`config.mk`:
```
export PLATFORM = sky130hd
export DESIGN_NAME = pll_rst_byp_ctrl
export DESIGN_NICKNAME = d
export VERILOG_FILES = /design/src/rtl/pll_rc_pkg.sv /design/src/rtl/pll_rc_sync2.sv /design/src/rtl/pll_rc_por_sync.sv /design/src/rtl/pll_rc_byp_bank.sv /design/src/rtl/pll_rst_byp_ctrl.sv
export SDC_FILE = /design/constraint.sdc
export NUM_CORES = 1
export LEC_CHECK = 0
export BUFFER_PORTS_ARGS = -buffer_cell sky130_fd_sc_hd__buf_4
export CAP_MARGIN = 5
export CORE_AREA = 2 2 135 84
export DETAILED_ROUTE_END_ITERATION = 12
export DIE_AREA = 0 0 137 86
export PLACE_DENSITY = 0.49
export RECOVER_POWER = 100
export SLEW_MARGIN = 20
export SYNTH_ARGS = -nofsm -noshare
export SYNTH_HDL_FRONTEND = slang
export SYNTH_SLANG_ARGS = --single-unit
```
`constraint.sdc`:
```
create_clock -name clk -period 3.25 [get_ports clk]
set_input_delay 0.4875 -clock clk [delete_from_list [all_inputs] [get_ports clk]]
set_output_delay 0.4875 -clock clk [all_outputs]
set_load 0.005 [all_outputs]
```
`src/rtl/pll_rc_pkg.sv`:
```
package pll_rc_pkg;
  localparam int ADDR_W = 2;
  typedef enum logic [ADDR_W-1:0] {
    RA_AON_STICKY  = 2'd0,
    RA_MAIN_STICKY = 2'd1,
    RA_AON_STATE   = 2'd2,
    RA_MAIN_STATE  = 2'd3
  } reg_addr_e;
endpackage

```
`src/rtl/pll_rc_sync2.sv`:
```
module pll_rc_sync2 #(
  parameter int W = 1,
  parameter logic RST_VAL = 1'b1
) (
  input  logic         clk,
  input  logic         arst_n,
  input  logic [W-1:0] din,
  output logic [W-1:0] dout
);
  logic [W-1:0] st1_q, st2_q;

  always_ff @(posedge clk or negedge arst_n) begin
    if (!arst_n) begin
      st1_q <= {W{RST_VAL}};
      st2_q <= {W{RST_VAL}};
    end else begin
      st1_q <= din;
      st2_q <= st1_q;
    end
  end

  assign dout = st2_q;
endmodule

```
`src/rtl/pll_rc_por_sync.sv`:
```
module pll_rc_por_sync (
  input  logic clk,
  input  logic arst_n,
  output logic rst_act
);
  logic [1:0] rel_q, rel_d;

  always_comb rel_d = {rel_q[0], 1'b1};

  always_ff @(posedge clk or negedge arst_n) begin
    if (!arst_n) rel_q <= 2'b00;
    else         rel_q <= rel_d;
  end

  assign rst_act = ~rel_q[1];
endmodule

```
`src/rtl/pll_rc_byp_bank.sv`:
```
module pll_rc_byp_bank #(
  parameter int N = 3,
  parameter logic [N-1:0] MASK = '1
) (
  input  logic         clk,
  input  logic         arst_n,
  input  logic         ord_warm,
  input  logic         therm_warm,
  input  logic         wr_en,
  input  logic [N-1:0] wr_data,
  output logic [N-1:0] sticky,
  output logic [N-1:0] byp
);
  logic [N-1:0] warm_hit;
  logic [N-1:0] sticky_q, sticky_d;
  logic [N-1:0] byp_q, byp_d;

  for (genvar i = 0; i < N; i++) begin : g_src
    if (MASK[i]) begin : g_masked
      assign warm_hit[i] = ord_warm | therm_warm;
    end else begin : g_thermal_only
      assign warm_hit[i] = therm_warm;
    end
  end

  always_comb begin
    sticky_d = wr_en ? wr_data : sticky_q;
    byp_d    = warm_hit | (byp_q & sticky_q);
  end

  always_ff @(posedge clk or negedge arst_n) begin
    if (!arst_n) begin
      sticky_q <= '0;
      byp_q    <= '0;
    end else begin
      sticky_q <= sticky_d;
      byp_q    <= byp_d;
    end
  end

  assign sticky = sticky_q;
  assign byp    = byp_q;


  therm_all_byp_chk: assert property (@(posedge clk) disable iff (!arst_n)
    therm_warm |=> (&byp_q));

  mask_only_chk: assert property (@(posedge clk) disable iff (!arst_n)
    (!therm_warm && ((byp_q & sticky_q) == '0)) |=> ((byp_q & ~MASK) == '0));

  sticky_hold_chk: assert property (@(posedge clk) disable iff (!arst_n)
    (|(byp_q & sticky_q)) |=> (($past(byp_q & sticky_q) & ~byp_q) == '0));

  no_spurious_byp_chk: assert property (@(posedge clk) disable iff (!arst_n)
    (!ord_warm && !therm_warm && ((byp_q & sticky_q) == '0)) |=> (byp_q == '0));
endmodule

```
`src/rtl/pll_rst_byp_ctrl.sv`:
```
module pll_rst_byp_ctrl
  import pll_rc_pkg::*;
#(
  parameter int AON_N  = 3,
  parameter int MAIN_N = 26,
  parameter logic [MAIN_N-1:0] MAIN_WARM_MASK = 26'h300F1F1,
  localparam int REG_W = (MAIN_N > AON_N) ? MAIN_N : AON_N
) (
  input  logic              clk,
  input  logic              aon_por_n,
  input  logic              main_por_n,
  input  logic              aon_warm_n,
  input  logic              req_warm_n,
  input  logic              therm_warm_n,
  input  logic              reg_wr_en,
  input  logic [ADDR_W-1:0] reg_addr,
  input  logic [REG_W-1:0]  reg_wr_data,
  output logic [REG_W-1:0]  reg_rd_data,
  output logic [AON_N-1:0]  aon_pll_rst,
  output logic [AON_N-1:0]  aon_pll_byp,
  output logic [MAIN_N-1:0] main_pll_rst,
  output logic [MAIN_N-1:0] main_pll_byp
);
  logic main_arst_n;
  logic aon_rst_act, main_rst_act;
  logic [2:0] warm_s;
  logic ord_warm, therm_warm;
  logic aon_we, main_we;
  logic [AON_N-1:0]  aon_sticky;
  logic [MAIN_N-1:0] main_sticky;

  assign main_arst_n = aon_por_n & main_por_n;

  pll_rc_por_sync u_aon_por (
    .clk(clk), .arst_n(aon_por_n), .rst_act(aon_rst_act));
  pll_rc_por_sync u_main_por (
    .clk(clk), .arst_n(main_arst_n), .rst_act(main_rst_act));

  pll_rc_sync2 #(.W(3), .RST_VAL(1'b1)) u_warm_sync (
    .clk(clk), .arst_n(aon_por_n),
    .din({therm_warm_n, req_warm_n, aon_warm_n}), .dout(warm_s));

  assign ord_warm   = ~warm_s[0] | ~warm_s[1];
  assign therm_warm = ~warm_s[2];

  assign aon_we  = reg_wr_en && (reg_addr == RA_AON_STICKY);
  assign main_we = reg_wr_en && (reg_addr == RA_MAIN_STICKY);

  pll_rc_byp_bank #(.N(AON_N), .MASK({AON_N{1'b1}})) u_aon_bank (
    .clk(clk), .arst_n(aon_por_n), .ord_warm(ord_warm), .therm_warm(therm_warm),
    .wr_en(aon_we), .wr_data(reg_wr_data[AON_N-1:0]),
    .sticky(aon_sticky), .byp(aon_pll_byp));

  pll_rc_byp_bank #(.N(MAIN_N), .MASK(MAIN_WARM_MASK)) u_main_bank (
    .clk(clk), .arst_n(main_arst_n), .ord_warm(ord_warm), .therm_warm(therm_warm),
    .wr_en(main_we), .wr_data(reg_wr_data[MAIN_N-1:0]),
    .sticky(main_sticky), .byp(main_pll_byp));

  assign aon_pll_rst  = {AON_N{aon_rst_act}};
  assign main_pll_rst = {MAIN_N{main_rst_act}};

  always_comb begin
    reg_rd_data = '0;
    case (reg_addr)
      RA_AON_STICKY:  reg_rd_data[AON_N-1:0]  = aon_sticky;
      RA_MAIN_STICKY: reg_rd_data[MAIN_N-1:0] = main_sticky;
      RA_AON_STATE:   reg_rd_data[AON_N-1:0]  = aon_pll_byp;
      default:        reg_rd_data[MAIN_N-1:0] = main_pll_byp;
    endcase
  end


  aon_por_all_rst_chk: assert property (@(posedge clk)
    !aon_por_n |-> ((&aon_pll_rst) && (&main_pll_rst) && (aon_pll_byp == '0)));

  main_por_rst_chk: assert property (@(posedge clk)
    !main_por_n |-> ((&main_pll_rst) && (main_pll_byp == '0)));

  ord_warm_aon_chk: assert property (@(posedge clk) disable iff (!aon_por_n)
    ord_warm |=> (&aon_pll_byp));

  warm_keeps_sticky_chk: assert property (@(posedge clk) disable iff (!main_arst_n)
    !reg_wr_en |=> ($stable(main_sticky) && $stable(aon_sticky)));

  ro_write_ignored_chk: assert property (@(posedge clk) disable iff (!main_arst_n)
    (reg_wr_en && reg_addr[1]) |=> ($stable(main_sticky) && $stable(aon_sticky)));
endmodule

```
==> results by group, run 1 <==
Status
  – Status: completed

Routing
  – Vias per cell: 4.11
  – Initial drt markers: between 80 and 90
  – Routed Antenna Nets: 0
  – Routed vias: a little under 2000
  – First-pass DRT Iterations: 4
  – Routed len/inst: between 10 and 15 um
  – Final wirelength: 7030 um
  – Residual DRC count: 0

Clock network
  – Clock Pin Slew Worst Setup and Hold Paths: approximately 0.050 ns
  – # Post-CTS Setup Buffers: 0
  – Resized Gates After CTS: 0
  – Clk sinks: 68
  – Clock buffer depth: 2
  – Num CTS Buffers: 9
  – H-tree level count: 3
  – Worst-Skew Late Latency: 0.33 ns
  – Hold_buf cts: 0
  – CTS root buffer: clkbuf_16
  – CTS tree: done

Floorplan
  – Die Span Y: roughly 86 um
  – Die area: around 12000 um2
  – I/O pins: ~120
  – Cell row count: 29
  – Initial Utilization: 0.297
  – Chip width: ~140 um
  – Core box area: 10500 um2

Setup path
  – Req. time, crit path: 3.45 ns
  – Crit. End Element: register
  – Critical path class: input port to register
  – Setup slack, reg-to-reg: around 1.2 ns
  – Critical path cell sequence: clkbuf_2 -> nand3b_2 -> mux2_1
  – Slowest stage delay, CP: between 1 and 1.5 ns
  – Worst Path Arrival: 2.68 ns
  – FF-to-FF End: u_main_bank.byp[13]
  – Critical path's slowest cell: nand3b_2
  – Crit path max fanout: 28
  – CP Launch Type: input port
  – Critical R2R Launch: u_warm_sync.dout[2]
  – Worst R2R Path Depth: 2

Pwr
  – Power per cell area: ~570 nW/um2
  – Comb pwr share: 0.166
  – Switching pwr: 557 uW
  – Leakage power: 0.00199 uW
  – Seq pwr share: 0.447
  – Clock share of power: 0.387
  – P_int: approximately 1800 uW
  – Peak VDD IR: around 0.26 mV
  – Switching share of power: 0.239

STA
  – Worst slew pin tran: 0.992 ns
  – Max Slew Vio Count: 0
  – Unrepaired setup endpoints after global routing: no
  – Fin crit share: 0.761
  – Setup violations, final: 0
  – Min Tclk post-route: 2.47 ns
  – Setup TNS: 0 ns
  – Final Hold Vio Count: 0
  – Slew margin rel.: 0.339
  – Worst-case clock skew: around 0.0046 ns
  – Achievable Freq: approximately 400 MHz

Global routing
  – Vias in the first global route: ~2000
  – Grt total ovfl: 0
  – First-pass GRT wire length: approximately 11000 um
  – Initial antenna violation count: 0
  – Total track usage: 0.126
  – Largest net degree at the start of global routing: 36

Cells and area
  – Area growth syn-to-layout: 32.1%
  – Nets: ~360
  – Layout cells sized above 1: 0.464
  – Antenna diodes: 0
  – Final design area excluding fillers: between 4000 and 5000 um2

Place
  – IO Port Bufs: 118
  – Area after DPL: about 3900 um2
  – DP HPWL: 4990 um
  – GP Congestion: roughly 0.68

Yosys
  – Most common cell in the netlist: dfrtp_1
  – Synth warnings: 0
  – Cell Area, Synth: roughly 3100 um2
  – Post-synth top flop: dfrtp_1
  – Top post-synthesis cells by area: dfrtp_1 50%, mux2_4 9.7%, mux2i_1 7.4%, buf_4 7.3%, dfstp_2 5.1%
  – Netlist cell types: 19
  – Yosys top cell area share: 0.500
  – Post-synth EDFFs: 0
  – Mean Syn Cell Area: roughly 13 um2
  – FF+latch count, synth: 68
  – Largest area contributor in the netlist: dfrtp_1
  – Post-Syn Instances: about 240
  – Post-synth ARST share: 1.00
  – Seq/Total Area, Yosys: 0.551
  – Post-synth top cells: 62 x dfrtp_1, 30 x buf_4, 28 x nand2_1

Run
  – MaxCap Viol Count: 0

Min path
  – Hold crit path type: input port to async pin
-- per-stage QoR --
step           hold WS, ns  utilization  setup slack [ns]  cells  power [uW]
2_1_floorplan        0.192            -              1.13    236        1290
3_3_place_gp         0.333        0.372              1.12    455        1480
3_5_place_dp         0.340        0.372              1.10    455        1490
4_1_cts            0.00473        0.400              1.10    471        2410
5_1_grt              0.252        0.392             0.581    471        2460
6_report             0.241        0.392             0.776    471        2330
-- registers in the layout (all words and copies together) (netlist names) --
| name | count |
|---|---|
| u_aon_bank.byp | 3 |
| u_aon_bank.sticky | 3 |
| u_aon_por.rel_q | 2 |
| u_main_bank.byp | 26 |
| u_main_bank.sticky | 26 |
| u_main_por.rel_q | 2 |
| u_warm_sync.dout | 3 |
| u_warm_sync.st1_q | 3 |
-- power groups by stage --
stage	logic (uW)	clock network, uW	registers (uW)
6_report	386	903	1040
5_1_grt	430	975	1060
4_1_cts	432	933	1040
3_5_place_dp	430	0	1060
3_3_place_gp	427	0	1060
2_1_floorplan	254	0	1030
-- logic make-up after synthesis --
group                  Yosys count  share of synthesized area
buffers and inverters           41                     0.0939
DFF                             68                      0.551
muxes                           55                      0.225
AOI/OAI and AO/OA               15                     0.0363
other                            1                    0.00121
and+or+nand+nor                 55                     0.0927
-- worst max path at each step --
stage	start	endpoint	slack [ns]	cells past startpoint
after floorplan	main_por_n	u_main_bank.byp[0]	1.13	1
after global placement	reg_addr[1]	reg_rd_data[2]	1.12	3
after detailed placement	reg_addr[1]	reg_rd_data[0]	1.10	3
after CTS	reg_addr[1]	reg_rd_data[0]	1.10	3
after global routing	reg_addr[1]	u_main_bank.sticky[6]	0.58	3
final	reg_addr[1]	u_main_bank.sticky[6]	0.78	3
-- per-layer routing --
metal	global-route usage	vias up	part of all wire
met5	0	-	0
met4	0.0366	0	0.0095
met3	0.0561	8	0.078
met2	0.171	68	0.41
met1	0.180	921	0.50
li1	-	937	-
-- layout by cell type (no fill, tap or decap), drive strengths merged, types with 2 or more instances in the layout --
cell type | Yosys | final
clkbuf | 4 | 104
buf | 35 | 30
a21o | 15 | 15
mux4 | 3 | 3
conb | 1 | 2
mux2i | 23 | 23
dfrtp | 62 | 62
mux2 | 29 | 29
dfstp | 6 | 6
nor2b | 23 | 23
inv | 2 | 2
nand2 | 28 | 28
-- worst max-delay path, delay by kind of cell --
kind | cells | cell delay [ns]
buf+inv | 1 | 0.54
mux | 1 | 0.59
simple gates | 1 | 1.04
-- final cells by class --
cell class              instances  area, um2
fillers                      1052       6350
flip-flops and latches         68       1710
multi-input cells             127       1060
repair buffers                119        865
clock buffers                  15        278
well taps                     139        174
inverters                       2       7.51
clock inverters                 1       5.00
No activity file was read; power rests on OpenSTA's default activity.
==> run 2, diff against run 1 <==
==> constraint.sdc (replaced) <==
create_clock -name clk -period 2.4 [get_ports clk]
set_input_delay 0.36 -clock clk [delete_from_list [all_inputs] [get_ports clk]]
set_output_delay 0.36 -clock clk [all_outputs]
set_load 0.005 [all_outputs]
==> run 2 against run 1 <==
Clock power increased by 68%. Sequential share of layout area decreased by 0.52 points. Total power increased by 47%. Largest power group is now clock. First-iteration DRC count increased by 1.2%. Largest cell class unchanged. Sequential cell count unchanged.
==> results by group, run 2 (synthesis results as in run 1) <==
Clock network
  – Worst-Skew Late Latency: around 0.32 ns
  – Clock buffer depth: 2
  – Clock Pin Slew Worst Setup and Hold Paths: roughly 0.050 ns
  – CTS root buffer: clkbuf_16
  – Clk sinks: between 60 and 70
  – CTS tree: done
  – Num CTS Buffers: 9
  – H-tree level count: 3

Routing
  – Routed len/inst: 15.2 um
  – First-pass DRT Iterations: 4
  – Residual DRC count: 0
  – Final wirelength: around 7200 um
  – Routed vias: 1990
  – Initial drt markers: 84
  – Vias per cell: approximately 4.2
  – Routed Antenna Nets: 0

Floorplan
  – Core box area: between 10000 and 15000 um2
  – Die Span Y: roughly 86 um
  – Chip width: ~140 um
  – Cell row count: 29
  – I/O pins: 119
  – Die area: 11800 um2
  – Initial Utilization: 0.297

Cells and area
  – Fill cells: 1062
  – Layout cells sized above 1: 0.435
  – Nets: around 360
  – Area of the multi-input gates: 1030 um2
  – Antenna diodes: 0
  – Area growth syn-to-layout: 33.7%
  – Final design area excluding fillers: 4150 um2
  – Register area: ~1700 um2
  – Core Util, Final: 0.397
  – Most frequent cells in the layout: 78 x clkbuf_4, 62 x dfrtp_1, 31 x buf_4
  – Most common cell after layout, fill and taps aside: clkbuf_4

Status
  – Status: completed

Setup path
  – Crit path max fanout: 28
  – Crit. End Element: primary output
  – Critical path's slowest cell: mux4_2
  – Critical path cell sequence: buf_4 -> mux4_2 -> clkbuf_4
  – Worst R2R Path Depth: 2
  – Crit path max-delay family: buffers and inverters
  – Req. time, crit path: about 2.0 ns
  – Slowest stage delay, CP: 0.56 ns
  – Worst Path Arrival: about 1.5 ns
  – Crit path depth: 3
  – CP Launch Type: input port
  – Critical path class: input port to primary output
  – CP Buf/Inv Count: 2

Global routing
  – Vias in the first global route: between 2000 and 2500
  – First-pass GRT wire length: about 11000 um
  – Total track usage: 0.130
  – Largest net degree at the start of global routing: 34
  – Grt total ovfl: 0
  – Initial antenna violation count: 0

STA
  – Fin crit share: 0.781
  – Achievable Freq: 533 MHz
  – Min Tclk post-route: about 1.9 ns
  – Worst slew pin tran: 1.04 ns
  – Slew margin rel.: 0.306
  – Setup violations, final: 0
  – Unrepaired setup endpoints after global routing: no
  – Final Hold Vio Count: 0
  – Worst-case clock skew: approximately 0.0056 ns
  – Setup TNS: 0 ns
  – Max Slew Vio Count: 0

Min path
  – WHS Path Cells: 1
  – Hold crit path type: input port to register

Place
  – Area after DPL: slightly below 4000 um2
  – DP HPWL: around 5200 um
  – GP Congestion: a little under 0.7
  – IO Port Bufs: between 100 and 150

Pwr
  – Peak VDD IR: about 0.37 mV
  – Power per cell area: 827 nW/um2
  – Leakage power: just under 0.002 uW

Run
  – MaxCap Viol Count: 0
[run 2: cell types whose count changed in the layout (fill, tap and decap cells not counted), moves of 3 or more]
cell,delta
mux2_1,+9
mux2_4,-9
bufinv_16,+3
clkbuf_4,-3
[run 2: layout make-up]
cell class	instances	area share
flip-flops and latches	68	0.412
multi-input cells	127	0.247
repair buffers	120	0.212
clock buffers	12	0.0618
well taps	139	0.0419
clock inverters	4	0.0229
inverters	2	0.00181
[run 2: layer usage]
metal  vias to the layer above  global-route usage  wire length [um]
met5                         -                   0                 0
met4                         0              0.0337                74
met3                         7              0.0496               497
met2                        75               0.175              2950
met1                       966               0.192              3660
li1                        942                   -                 -
[run 2: path summary, 6_finish.rpt]
check                                    start                      to  slack, ns
max                                reg_addr[1]          reg_rd_data[2]       0.52
min                                 req_warm_n    u_warm_sync.st1_q[1]       0.15
max reg2reg                u_warm_sync.dout[2]      u_main_bank.byp[5]       0.59
min reg2reg                u_main_por.rel_q[0]     u_main_por.rel_q[1]       0.35
max in group asynchronous            aon_por_n  u_main_bank.sticky[25]       0.63
min in group asynchronous           main_por_n   u_main_bank.sticky[2]       0.32
[run 2: repair_timing]
| item | in CTS | in global routing |
|---|---|---|
| setup buffers | 0 | 0 |
| endpoints found under the hold margin | 8 | 0 |
| hold buffers | 1 | 0 |
| gates resized for setup | 0 | 0 |
[run 2: through the flow]
step                setup slack (ns)  total power (uW)  hold slack, ns  cells
floorplan                      0.408              1740          0.0644    236
global placement               0.491              2010           0.223    455
detailed placement             0.465              2020           0.224    455
CTS                            0.510              3560           0.131    472
global route                   0.369              3620           0.136    472
finish                         0.525              3430           0.148    472
[run 2: power breakdown]
part	leakage, uW	switching, uW	internal [uW]
clock network	0.000173	449	1070
logic	0.00102	206	298
registers	0.000787	114	1300
total	0.00198	768	2660
==> run 3, diff against run 2 <==
--- a/config.mk
+++ b/config.mk
@@ -10,7 +10,7 @@
 export CORE_AREA = 2 2 135 84
 export DETAILED_ROUTE_END_ITERATION = 12
 export DIE_AREA = 0 0 137 86
-export PLACE_DENSITY = 0.49
+export PLACE_DENSITY = 0.51
 export RECOVER_POWER = 100
 export SLEW_MARGIN = 20
 export SYNTH_ARGS = -nofsm -noshare
==> constraint.sdc (replaced) <==
create_clock -name clk -period 1.6 [get_ports clk]
set_input_delay 0.24 -clock clk [delete_from_list [all_inputs] [get_ports clk]]
set_output_delay 0.24 -clock clk [all_outputs]
set_load 0.005 [all_outputs]
==> run 3 against run 2 <==
Routed wire length grew 3.9%. Global-route usage grew 0.42 points. Non-clock buffer count is 16 higher. Cell area is 0.27% higher. Combinational power is 61% higher. Clock skew shrank 0.0021 ns. Sequential cell count did not move. Critical endpoint is now reg_rd_data[1]. Largest cell class unchanged. Highest routed layer unchanged.
==> results by group, run 3 (synthesis results as in run 1) <==
Status
  – Status: completed

Pwr
  – Leakage power: between 0.0015 and 0.002 uW
  – Peak VDD IR: approximately 0.5 mV
  – Total power: between 4000 and 5000 uW
  – Power per cell area: 1130 nW/um2

Floorplan
  – Cell row count: 29
  – Chip width: roughly 140 um
  – Die Span Y: ~86 um
  – Core box area: around 10000 um2
  – I/O pins: 119
  – Die area: between 10000 and 15000 um2
  – Initial Utilization: 0.297

Setup path
  – Req. time, crit path: 1.36 ns
  – Setup slack, reg-to-reg: 0.23 ns
  – FF-to-FF End: u_main_bank.byp[17]
  – Crit path max fanout: 3
  – CP Launch Type: register
  – Worst Path Arrival: ~1.3 ns
  – Worst setup path endpoint: reg_rd_data[1]
  – Critical R2R Launch: u_warm_sync.dout[2]
  – Critical path cell sequence: mux4_2 -> buf_6
  – Critical path class: register to primary output
  – Critical path's slowest cell: mux4_2
  – Worst R2R Path Depth: 2
  – Slowest stage delay, CP: roughly 0.48 ns
  – Critical Path Source: u_aon_bank.sticky[1]
  – Crit. End Element: primary output

STA
  – Unrepaired setup endpoints after global routing: yes
  – Hold slack final: about 0.025 ns
  – Setup violations, final: 0
  – Max Slew Vio Count: 0
  – Fin crit share: 0.983
  – Slew margin rel.: 0.494
  – Min Tclk post-route: approximately 1.6 ns
  – Worst slew pin tran: about 0.76 ns
  – Achievable Freq: 636 MHz
  – Setup TNS: 0 ns
  – Worst-case clock skew: 0.00356 ns
  – Final Hold Vio Count: 0

Routing
  – DR WL met2: between 3000 and 4000 um
  – Routed vias: just over 2000
  – Final wirelength: between 7000 and 8000 um
  – Top routing layer in use: met4
  – Residual DRC count: 0
  – First-pass DRT Iterations: 4
  – Routed len/inst: ~15 um
  – Vias per cell: roughly 4.2
  – Initial drt markers: 74
  – DRT met1 WL: 3610 um
  – Met3 wire length: 665 um
  – Routed Antenna Nets: 0

Min path
  – Hold crit path type: input port to register

Place
  – IO Port Bufs: around 120
  – Area after DPL: about 4000 um2
  – GP Congestion: a little over 0.7
  – DP HPWL: ~5400 um

Cells and area
  – Final design area excluding fillers: between 4000 and 5000 um2
  – Layout cells sized above 1: 0.443
  – Most frequent cells in the layout: 68 x clkbuf_4, 62 x dfrtp_1, 45 x buf_4
  – Nets: 379
  – Fill cells: ~1100
  – Antenna diodes: 0
  – Most common cell after layout, fill and taps aside: clkbuf_4
  – Area growth syn-to-layout: 34.1%

Global routing
  – Largest net degree at the start of global routing: 55
  – Grt total ovfl: 0
  – Total track usage: 0.134
  – Initial antenna violation count: 0
  – Vias in the first global route: 2146
  – First-pass GRT wire length: 11800 um

Clock network
  – CTS tree: done
  – Clock Pin Slew Worst Setup and Hold Paths: ~0.050 ns
  – Clk sinks: 68
  – Clock buffer depth: 2
  – Num CTS Buffers: 9
  – CTS root buffer: clkbuf_16
  – H-tree level count: 3
  – Worst-Skew Late Latency: 0.32 ns

Run
  – MaxCap Viol Count: 0
[run 3: through the flow]
stage,utilization,cells,setup WS [ns]
detailed placement,0.385,467,0.264
floorplan,-,236,0.390
finish,0.398,487,0.0266
global route,0.398,487,-0.0136
CTS,0.412,483,0.00542
global placement,0.385,467,0.281
[run 3: repair_timing]
item,CTS,global route
setup buffers,0,4
hold buffers,1,0
setup endpoints to repair,0,3
gates resized for setup,0,3
endpoints found under the hold margin,14,0
[run 3: power by group]
part	internal [uW]	switching, uW	total, uW
clock	1120	655	1770
combinational	485	327	812
sequential	1940	162	2110
[run 3: how the worst min path moves through the flow]
stage                      start              endpoint  slack, ns  depth (start not counted)
CTS                 therm_warm_n  u_warm_sync.st1_q[2]      0.009                          1
floorplan              aon_por_n     u_aon_bank.byp[0]      -0.06                          0
global route          aon_warm_n  u_warm_sync.st1_q[0]       0.01                          1
global placement       aon_por_n     u_aon_bank.byp[2]       0.11                          1
detailed placement     aon_por_n     u_aon_bank.byp[2]       0.11                          1
finish              therm_warm_n  u_warm_sync.st1_q[2]       0.03                          1
[run 3: critical path: cells and delay by family, from the launching register on]
kind,cells,cell delay (ns)
flip-flops,1,0.40
multiplexers,1,0.48
buffers and inverters,1,0.13
[run 3: layout make-up]
type	instances	area (um2)	area share
well taps	139	174	0.0418
multi-input cells	127	1040	0.249
clock buffers	13	260	0.0625
repair buffers	136	966	0.232
inverters	2	7.51	0.00180
clock inverters	2	10.0	0.00240
flip-flops and latches	68	1710	0.411
[run 3: routing by layer]
| metal | vias up | global-route usage |
|---|---|---|
| met3 | 8 | 0.0597 |
| met1 | 992 | 0.188 |
| li1 | 970 | - |
| met5 | - | 0 |
| met2 | 79 | 0.189 |
| met4 | 0 | 0.0309 |
